--- config.mk ---
export PLATFORM = sky130hd
export DESIGN_NAME = mbd_top
export DESIGN_NICKNAME = d
export VERILOG_FILES = /design/src/rtl/mbd_pkg.sv /design/src/rtl/mbd_lo_latch.sv /design/src/rtl/mbd_region_dec.sv /design/src/rtl/mbd_sel_drv.sv /design/src/rtl/mbd_top.sv
export SDC_FILE = /design/constraint.sdc
export NUM_CORES = 1
export LEC_CHECK = 0
export BUFFER_PORTS_ARGS = -buffer_cell sky130_fd_sc_hd__buf_2
export CORE_MARGIN = 2
export CORE_UTILIZATION = 34
export DETAILED_ROUTE_END_ITERATION = 10
export PLACE_DENSITY = 0.75
export REMOVE_ABC_BUFFERS = 1
export SKIP_CTS_REPAIR_TIMING = 1
export SLEW_MARGIN = 20
export SYNTH_ARGS = -nofsm -noshare
export SYNTH_HDL_FRONTEND = slang
export SYNTH_SLANG_ARGS = --single-unit
--- constraint.sdc ---
create_clock -name clk -period 0.9 [get_ports clk]
set_input_delay 0.135 -clock clk [delete_from_list [all_inputs] [get_ports clk]]
set_output_delay 0.135 -clock clk [all_outputs]
set_load 0.005 [all_outputs]
--- src/rtl/mbd_pkg.sv ---
`timescale 1ns/1ps
package mbd_pkg;
   localparam int unsigned BUS_ADDR_W = 16;
   localparam int unsigned BUS_LO_W   = 8;

   typedef struct packed {
      logic ram;
      logic dio;
   } mbd_hit_t;

   // Region tag: the top tag_w bits of a base address
   function automatic logic [BUS_ADDR_W-1:0] mbd_tag_of(
      input logic [BUS_ADDR_W-1:0] base, input int unsigned tag_w);
      return base >> (BUS_ADDR_W - tag_w);
   endfunction
endpackage

--- src/rtl/mbd_lo_latch.sv ---
`timescale 1ns/1ps
module mbd_lo_latch #(
   parameter int unsigned LO_W = 8
) (
   input  logic            clk,
   input  logic            rst_n,
   input  logic            strobe,
   input  logic [LO_W-1:0] shared_in,
   output logic [LO_W-1:0] lo_q
);
   generate
      if (LO_W < 1) begin : g_bad_w
         $error("mbd_lo_latch: LO_W must be at least 1");
      end
   endgenerate

   always_ff @(posedge clk or negedge rst_n) begin
      if (!rst_n)      lo_q <= '0;
      else if (strobe) lo_q <= shared_in;
   end
endmodule

--- src/rtl/mbd_region_dec.sv ---
`timescale 1ns/1ps
module mbd_region_dec
   import mbd_pkg::*;
#(
   parameter int unsigned ADDR_W      = 16,
   parameter int unsigned HI_W        = 8,
   parameter int unsigned TAG_W       = 5,
   parameter int unsigned NUM_MOT     = 3,
   parameter logic [15:0] DIO_BASE    = 16'h7800,
   parameter logic [15:0] MOT_TOP     = 16'h7000,
   parameter logic [15:0] MOT_STRIDE  = 16'h0800
) (
   input  logic [HI_W-1:0]    addr_hi,
   output mbd_hit_t           hit,
   output logic [NUM_MOT-1:0] mot_hit
);
   localparam int unsigned TAG_SHIFT = ADDR_W - TAG_W;
   localparam logic [TAG_W-1:0] DIO_TAG = TAG_W'(DIO_BASE >> TAG_SHIFT);

   generate
      if (TAG_W > HI_W || TAG_W < 1) begin : g_bad_tag
         $error("mbd_region_dec: TAG_W must be within 1..HI_W");
      end
      if (ADDR_W != BUS_ADDR_W) begin : g_bad_aw
         $error("mbd_region_dec: ADDR_W must match the package bus width");
      end
   endgenerate

   logic [TAG_W-1:0] tag;
   assign tag = addr_hi[HI_W-1 -: TAG_W];

   // RAM occupies the half where the top address bit is set
   assign hit.ram = addr_hi[HI_W-1];
   assign hit.dio = (tag == DIO_TAG);

   for (genvar i = 0; i < NUM_MOT; i++) begin : g_mot
      localparam logic [15:0] M_BASE = MOT_TOP - (16'(i) * MOT_STRIDE);
      localparam logic [TAG_W-1:0] M_TAG = TAG_W'(M_BASE >> TAG_SHIFT);
      if (M_TAG == DIO_TAG || M_BASE[15]) begin : g_overlap
         $error("mbd_region_dec: motor window overlaps another region");
      end
      assign mot_hit[i] = (tag == M_TAG);
   end
endmodule

--- src/rtl/mbd_sel_drv.sv ---
`timescale 1ns/1ps
module mbd_sel_drv
   import mbd_pkg::*;
#(
   parameter int unsigned NUM_MOT = 3
) (
   input  logic               rst_n,
   input  logic               e_clk,
   input  logic               rd_wr,
   input  mbd_hit_t           hit,
   input  logic [NUM_MOT-1:0] mot_hit,
   output logic               ram_sel_n,
   output logic               din_sel_n,
   output logic               dout_sel_n,
   output logic [NUM_MOT-1:0] mot_sel_n
);
   logic live;
   assign live = rst_n & e_clk;

   assign ram_sel_n  = ~(live & hit.ram);
   assign din_sel_n  = ~(live & hit.dio &  rd_wr);
   assign dout_sel_n = ~(live & hit.dio & ~rd_wr);

   for (genvar i = 0; i < NUM_MOT; i++) begin : g_mot
      assign mot_sel_n[i] = ~(live & mot_hit[i] & ~rd_wr);
   end
endmodule

--- src/rtl/mbd_top.sv ---
`timescale 1ns/1ps
module mbd_top
   import mbd_pkg::*;
#(
   parameter int unsigned ADDR_W     = BUS_ADDR_W,
   parameter int unsigned LO_W       = BUS_LO_W,
   parameter int unsigned TAG_W      = 5,
   parameter int unsigned NUM_MOT    = 3,
   parameter logic [15:0] DIO_BASE   = 16'h7800,
   parameter logic [15:0] MOT_TOP    = 16'h7000,
   parameter logic [15:0] MOT_STRIDE = 16'h0800,
   localparam int unsigned HI_W      = ADDR_W - LO_W
) (
   input  logic               clk,
   input  logic               rst_n,
   input  logic [HI_W-1:0]    addr_hi,
   input  logic [LO_W-1:0]    ad_bus,
   input  logic               addr_strobe,
   input  logic               e_clk,
   input  logic               rd_wr,
   output logic [ADDR_W-2:0]  mem_addr,
   output logic               ram_sel_n,
   output logic               din_sel_n,
   output logic               dout_sel_n,
   output logic [NUM_MOT-1:0] mot_sel_n
);
   generate
      if (HI_W < 2) begin : g_bad_split
         $error("mbd_top: too few direct upper address bits");
      end
   endgenerate

   logic [LO_W-1:0]    lo_q;
   mbd_hit_t           hit;
   logic [NUM_MOT-1:0] mot_hit;

   mbd_lo_latch #(.LO_W(LO_W)) lo_latch_i (
      .clk(clk), .rst_n(rst_n), .strobe(addr_strobe),
      .shared_in(ad_bus), .lo_q(lo_q));

   mbd_region_dec #(
      .ADDR_W(ADDR_W), .HI_W(HI_W), .TAG_W(TAG_W), .NUM_MOT(NUM_MOT),
      .DIO_BASE(DIO_BASE), .MOT_TOP(MOT_TOP), .MOT_STRIDE(MOT_STRIDE)
   ) region_i (
      .addr_hi(addr_hi), .hit(hit), .mot_hit(mot_hit));

   mbd_sel_drv #(.NUM_MOT(NUM_MOT)) drv_i (
      .rst_n(rst_n), .e_clk(e_clk), .rd_wr(rd_wr), .hit(hit),
      .mot_hit(mot_hit), .ram_sel_n(ram_sel_n), .din_sel_n(din_sel_n),
      .dout_sel_n(dout_sel_n), .mot_sel_n(mot_sel_n));

   assign mem_addr = {addr_hi[HI_W-2:0], lo_q};
endmodule

# ---- Yosys cells after proc, flatten, opt, wreduce, memory -nomap -nowiden
# Index checks and enable logic that the tools add are counted.
dict set report totals {
  ff_bits 8
  latchBits 0
  ramBits 0
  romBits 0
  out_inout_bits 21
  n_memories 0
}
dict set report op_classes {
  addsub 0
  multipliers 0
  div_mod_pow 0
  order_cmp 0
  n_eq_ne 4
  n_shift 0
  mux 0
  bitwise_logic 18
  n_reduce_logical 0
}
# operator count
set ops {}
lappend ops {{== test 5 x 4 -> 1 bit, second input constant} 4}
lappend ops {{bitwise AND 1 bit} 11}
lappend ops {{inverter 1 bit} 7}

# ---- Logic depth before layout (Yosys ltp)
dict set report logic_depth {
  depth_word 4
  depth_mapped 2
  ltp_nobuf 2
}

# ---- Cells and area by module
# A second synthesis with hierarchy kept.
dict set report hier_totals {
  hier_cells 38
  hier_area_um2 485.5
}
# module instances cells_per_inst area_each_um2 seq_area_each_um2
set modules_own_cells {}
lappend modules_own_cells {mbd_lo_latch 1 17 331.6 200.2}
lappend modules_own_cells {mbd_region_dec 1 8 55.1 0.0}
lappend modules_own_cells {mbd_top 1 7 52.6 0.0}
lappend modules_own_cells {mbd_sel_drv 1 6 46.3 0.0}

# ---- Worst setup path before layout
# OpenSTA, ideal clock, no wires.
dict set report synth_timing {
  path_kind {reg2reg}
  from {reg, netlist name lo_latch_i.lo_q[0]}
  to {reg lo_latch_i.lo_q[0]}
  setup_ps 125
  t_arrival_ps 623
  setup_slack_ps 152
  stages_incl_launch_ff 2
  period_less_slack_ps 748
  path_cell_list {dfrtp_1 > mux2_4}
}
# element line_no
set synth_rtl {}
lappend synth_rtl {{end signal, assigned} mbd_lo_latch.sv:19} ;# else if (strobe) lo_q <= shared_in;
lappend synth_rtl {{end, declared} mbd_lo_latch.sv:9} ;# output logic [LO_W-1:0] lo_q

# ---- Worst setup path in the final report
dict set report layout_timing {
  from {in addr_hi[7]}
  to {out mot_sel_n[0]}
}
dict set report layout_via {
  elab_chain_cells 4
}
# element line_no
set layout_lines {}
lappend layout_lines {{start, declared} mbd_top.sv:16} ;# input logic [HI_W-1:0] addr_hi,
lappend layout_lines {{== test 5 x 4 -> 1 bit} mbd_region_dec.sv:42} ;# assign mot_hit[i] = (tag == M_TAG);
lappend layout_lines {{bitwise AND 1 bit (2 in series)} mbd_sel_drv.sv:25} ;# assign mot_sel_n[i] = ~(live & mot_hit[i] & ~rd_wr);
lappend layout_lines {{inverter 1 bit} mbd_sel_drv.sv:25}
lappend layout_lines {{end, declared} mbd_top.sv:25} ;# output logic [NUM_MOT-1:0] mot_sel_n
# Every way passes these cells.

==> flow_summary.json <==
{
  "status": "finished, violations left",
  "violations": "setup timing",
  "ir_drop_uv": 728,
  "syn-instance-count": 34,
  "cp_num_buf_inv": 2,
  "finClkSkew_ps": 0,
  "worst_setup_path_start_kind": "input pin",
  "fin_cells": 88,
  "synth_cell_types": 12,
  "nNetsFinal": 96,
  "rsz0062_at_grt": "yes",
  "synth_area_um2": 452,
  "tightestPinTransition_ps": 353,
  "drt_iter0_drc": 1,
  "numCtsBuffers": 3,
  "p_leak_nw": 0.362,
  "setup_tns_ps": -24.7,
  "vias": 406,
  "max_slew_margin_pct": 76.4,
  "maxCapViolCount": 0,
  "max_stage_delay_ps": 320,
  "hpwl_um": 712,
  "fmax_ghz": 1.10,
  "diodes": 0,
  "synth_edf_count": 0,
  "drt_first_pass_iters": 2,
  "period_needed_ps": 912,
  "drt-total-wl_um": 974,
  "grt_pass1_wl_um": 1240,
  "ant_nets": 0,
  "pwr-share-clk_pct": 29.0,
  "cts.clk_slew.worst_paths_ps": 50,
  "power_frac_seq_pct": 45.0,
  "arrival_ps": 780,
  "worstPathMaxFanout": 5,
  "port_buffers": 35,
  "hold_class": "in2reg",
  "critPathCaptureType": "output port",
  "die_w_um": 40.5,
  "finalSetupViolations": 4,
  "largestRegisters": "lo_latch_i.lo_q: 8 flops",
  "h-tree-depth": 1,
  "grt_max_degree": 10,
  "synth.area.top_cells": "dfrtp_1, mux2_4, buf_4, nand4b_1, and4b_2",
  "yosys.area.top_type": "dfrtp_1",
  "critPathRequiredTime_ps": 760,
  "num_rows": 13,
  "syn_to_final_growth_pct": 50.7,
  "switchingPower_mw": 0.213,
  "core_area_um2": 1270,
  "hold_violations": 0,
  "drv_slew": 0,
  "cts.sinks": 8,
  "top_register": "lo_latch_i.lo_q",
  "die_height_um": 40.5,
  "internal-power_mw": 0.708,
  "syn_avg_cell_area_um2": 13.3,
  "yosysTopAreaCellShare_pct": 44.3,
  "yosysWarningCount": 0,
  "setup_ws_ps": -11.9,
  "cts_buffer_depth": 2,
  "post-route-drc-count": 0,
  "wl_per_cell_um": 11.1,
  "power.density_nw_per_um2": 1350,
  "synth_ff_type": "dfrtp_1",
  "fin_crit_sh_pct": 101,
  "cts_tree": "built",
  "largest_reg_flops": 8,
  "drive_above_1_share_pct": 75.3,
  "critPathTopFamily": "simple AND/OR/NAND/NOR gates",
  "crit_type": "in2out",
  "pwr-share-comb_pct": 26.0,
  "synth-seq-cells": 8,
  "initial_core_util_pct": 35.6,
  "grt-ovfl-total": 0,
  "clock_latency_ps": 250,
  "grt_pass1_vias": 336,
  "holdWs_ps": 114,
  "place_congestion": 0.639,
  "switching_share_pct": 23.1,
  "antenna_found_initial": 0,
  "root_buffer": "clkbuf_4",
  "num_io_pins": 42,
  "routed_via_density": 4.61,
  "cp_slowest_cell": "and4b_2",
  "ys_seq_area_share_pct": 44.3,
  "grt_usage_pct": 12.6,
  "synthArstFlopShare_pct": 100,
  "place_inst": 77,
  "synth_common_cells": "dfrtp_1, mux2_4, buf_4, nand3_1, nand4b_1",
  "die-area_um2": 1640,
  "crit_chain": "buf_6 > and4b_2 > nand4b_1 > buf_2"
}
[worst paths after layout]
| kind | depth (start not counted) | to | slack (ps) | start |
|---|---|---|---|---|
| worst max-delay path | 4 | mot_sel_n[0] | -10 | addr_hi[7] |
| worst min-delay path | 2 | lo_latch_i.lo_q[5] | 110 | ad_bus[5] |
| worst max register to register | 2 | lo_latch_i.lo_q[3] | 10 | lo_latch_i.lo_q[3] |
| worst min register to register | 1 | lo_latch_i.lo_q[1] | 510 | lo_latch_i.lo_q[1] |
| max in group asynchronous | 3 | lo_latch_i.lo_q[2] | 220 | rst_n |
| min in group asynchronous | 3 | lo_latch_i.lo_q[7] | 420 | rst_n |
[routing by layer]
layer | wire length (µm) | track usage (%) | vias to the layer above
li1 | - | - | 196
met1 | 358 | 10.8 | 179
met2 | 471 | 23.8 | 31
met3 | 144 | 5.00 | 0
met4 | 0 | 7.50 | 0
met5 | 0 | 0 | -
[cells by family after synthesis]
group | share of synthesized area, %
buffers and inverters | 14.1
multiplexers | 26.6
AND/OR/NAND/NOR | 15.0
flip-flops | 44.3
[layout make-up]
cell class                      instances  area, µm²
Clock buffer                            3       22.5
Fill cell                             116        588
Sequential cell                         8        200
Tap cell                               15       18.8
Timing Repair Buffer                   44        251
Multi-Input combinational cell         18        188
[stage by stage]
stage | setup WS [ps] | area, µm² | total power [mW] | util [%]
floorplan | 152 | 388 | 0.494 | -
global placement | -10.5 | 589 | 0.605 | 46.4
global route | -67.4 | 681 | 0.995 | 53.6
finish | -11.9 | 681 | 0.921 | 53.6
CTS | -24.2 | 612 | 0.896 | 48.2
detailed placement | -22.8 | 589 | 0.611 | 46.4
[placed cells by master (no fill, tap or decap), types with 2 or more instances in the layout]
| cell | count |
|---|---|
| nand3_1 | 2 |
| nand4b_1 | 2 |
| buf_2 | 34 |
| dfrtp_1 | 8 |
| clkbuf_4 | 3 |
| mux2_4 | 8 |
| buf_4 | 8 |
[power by group through the flow]
stage          clock network (mW)  registers, mW  logic [mW]
6_report                    0.267          0.415       0.240
3_3_place_gp                    0          0.421       0.185
5_1_grt                     0.315          0.417       0.264
4_1_cts                     0.290          0.416       0.190
2_1_floorplan                   0          0.424      0.0698
3_5_place_dp                    0          0.420       0.191
Note: power is estimated with default switching activity, not from simulation.
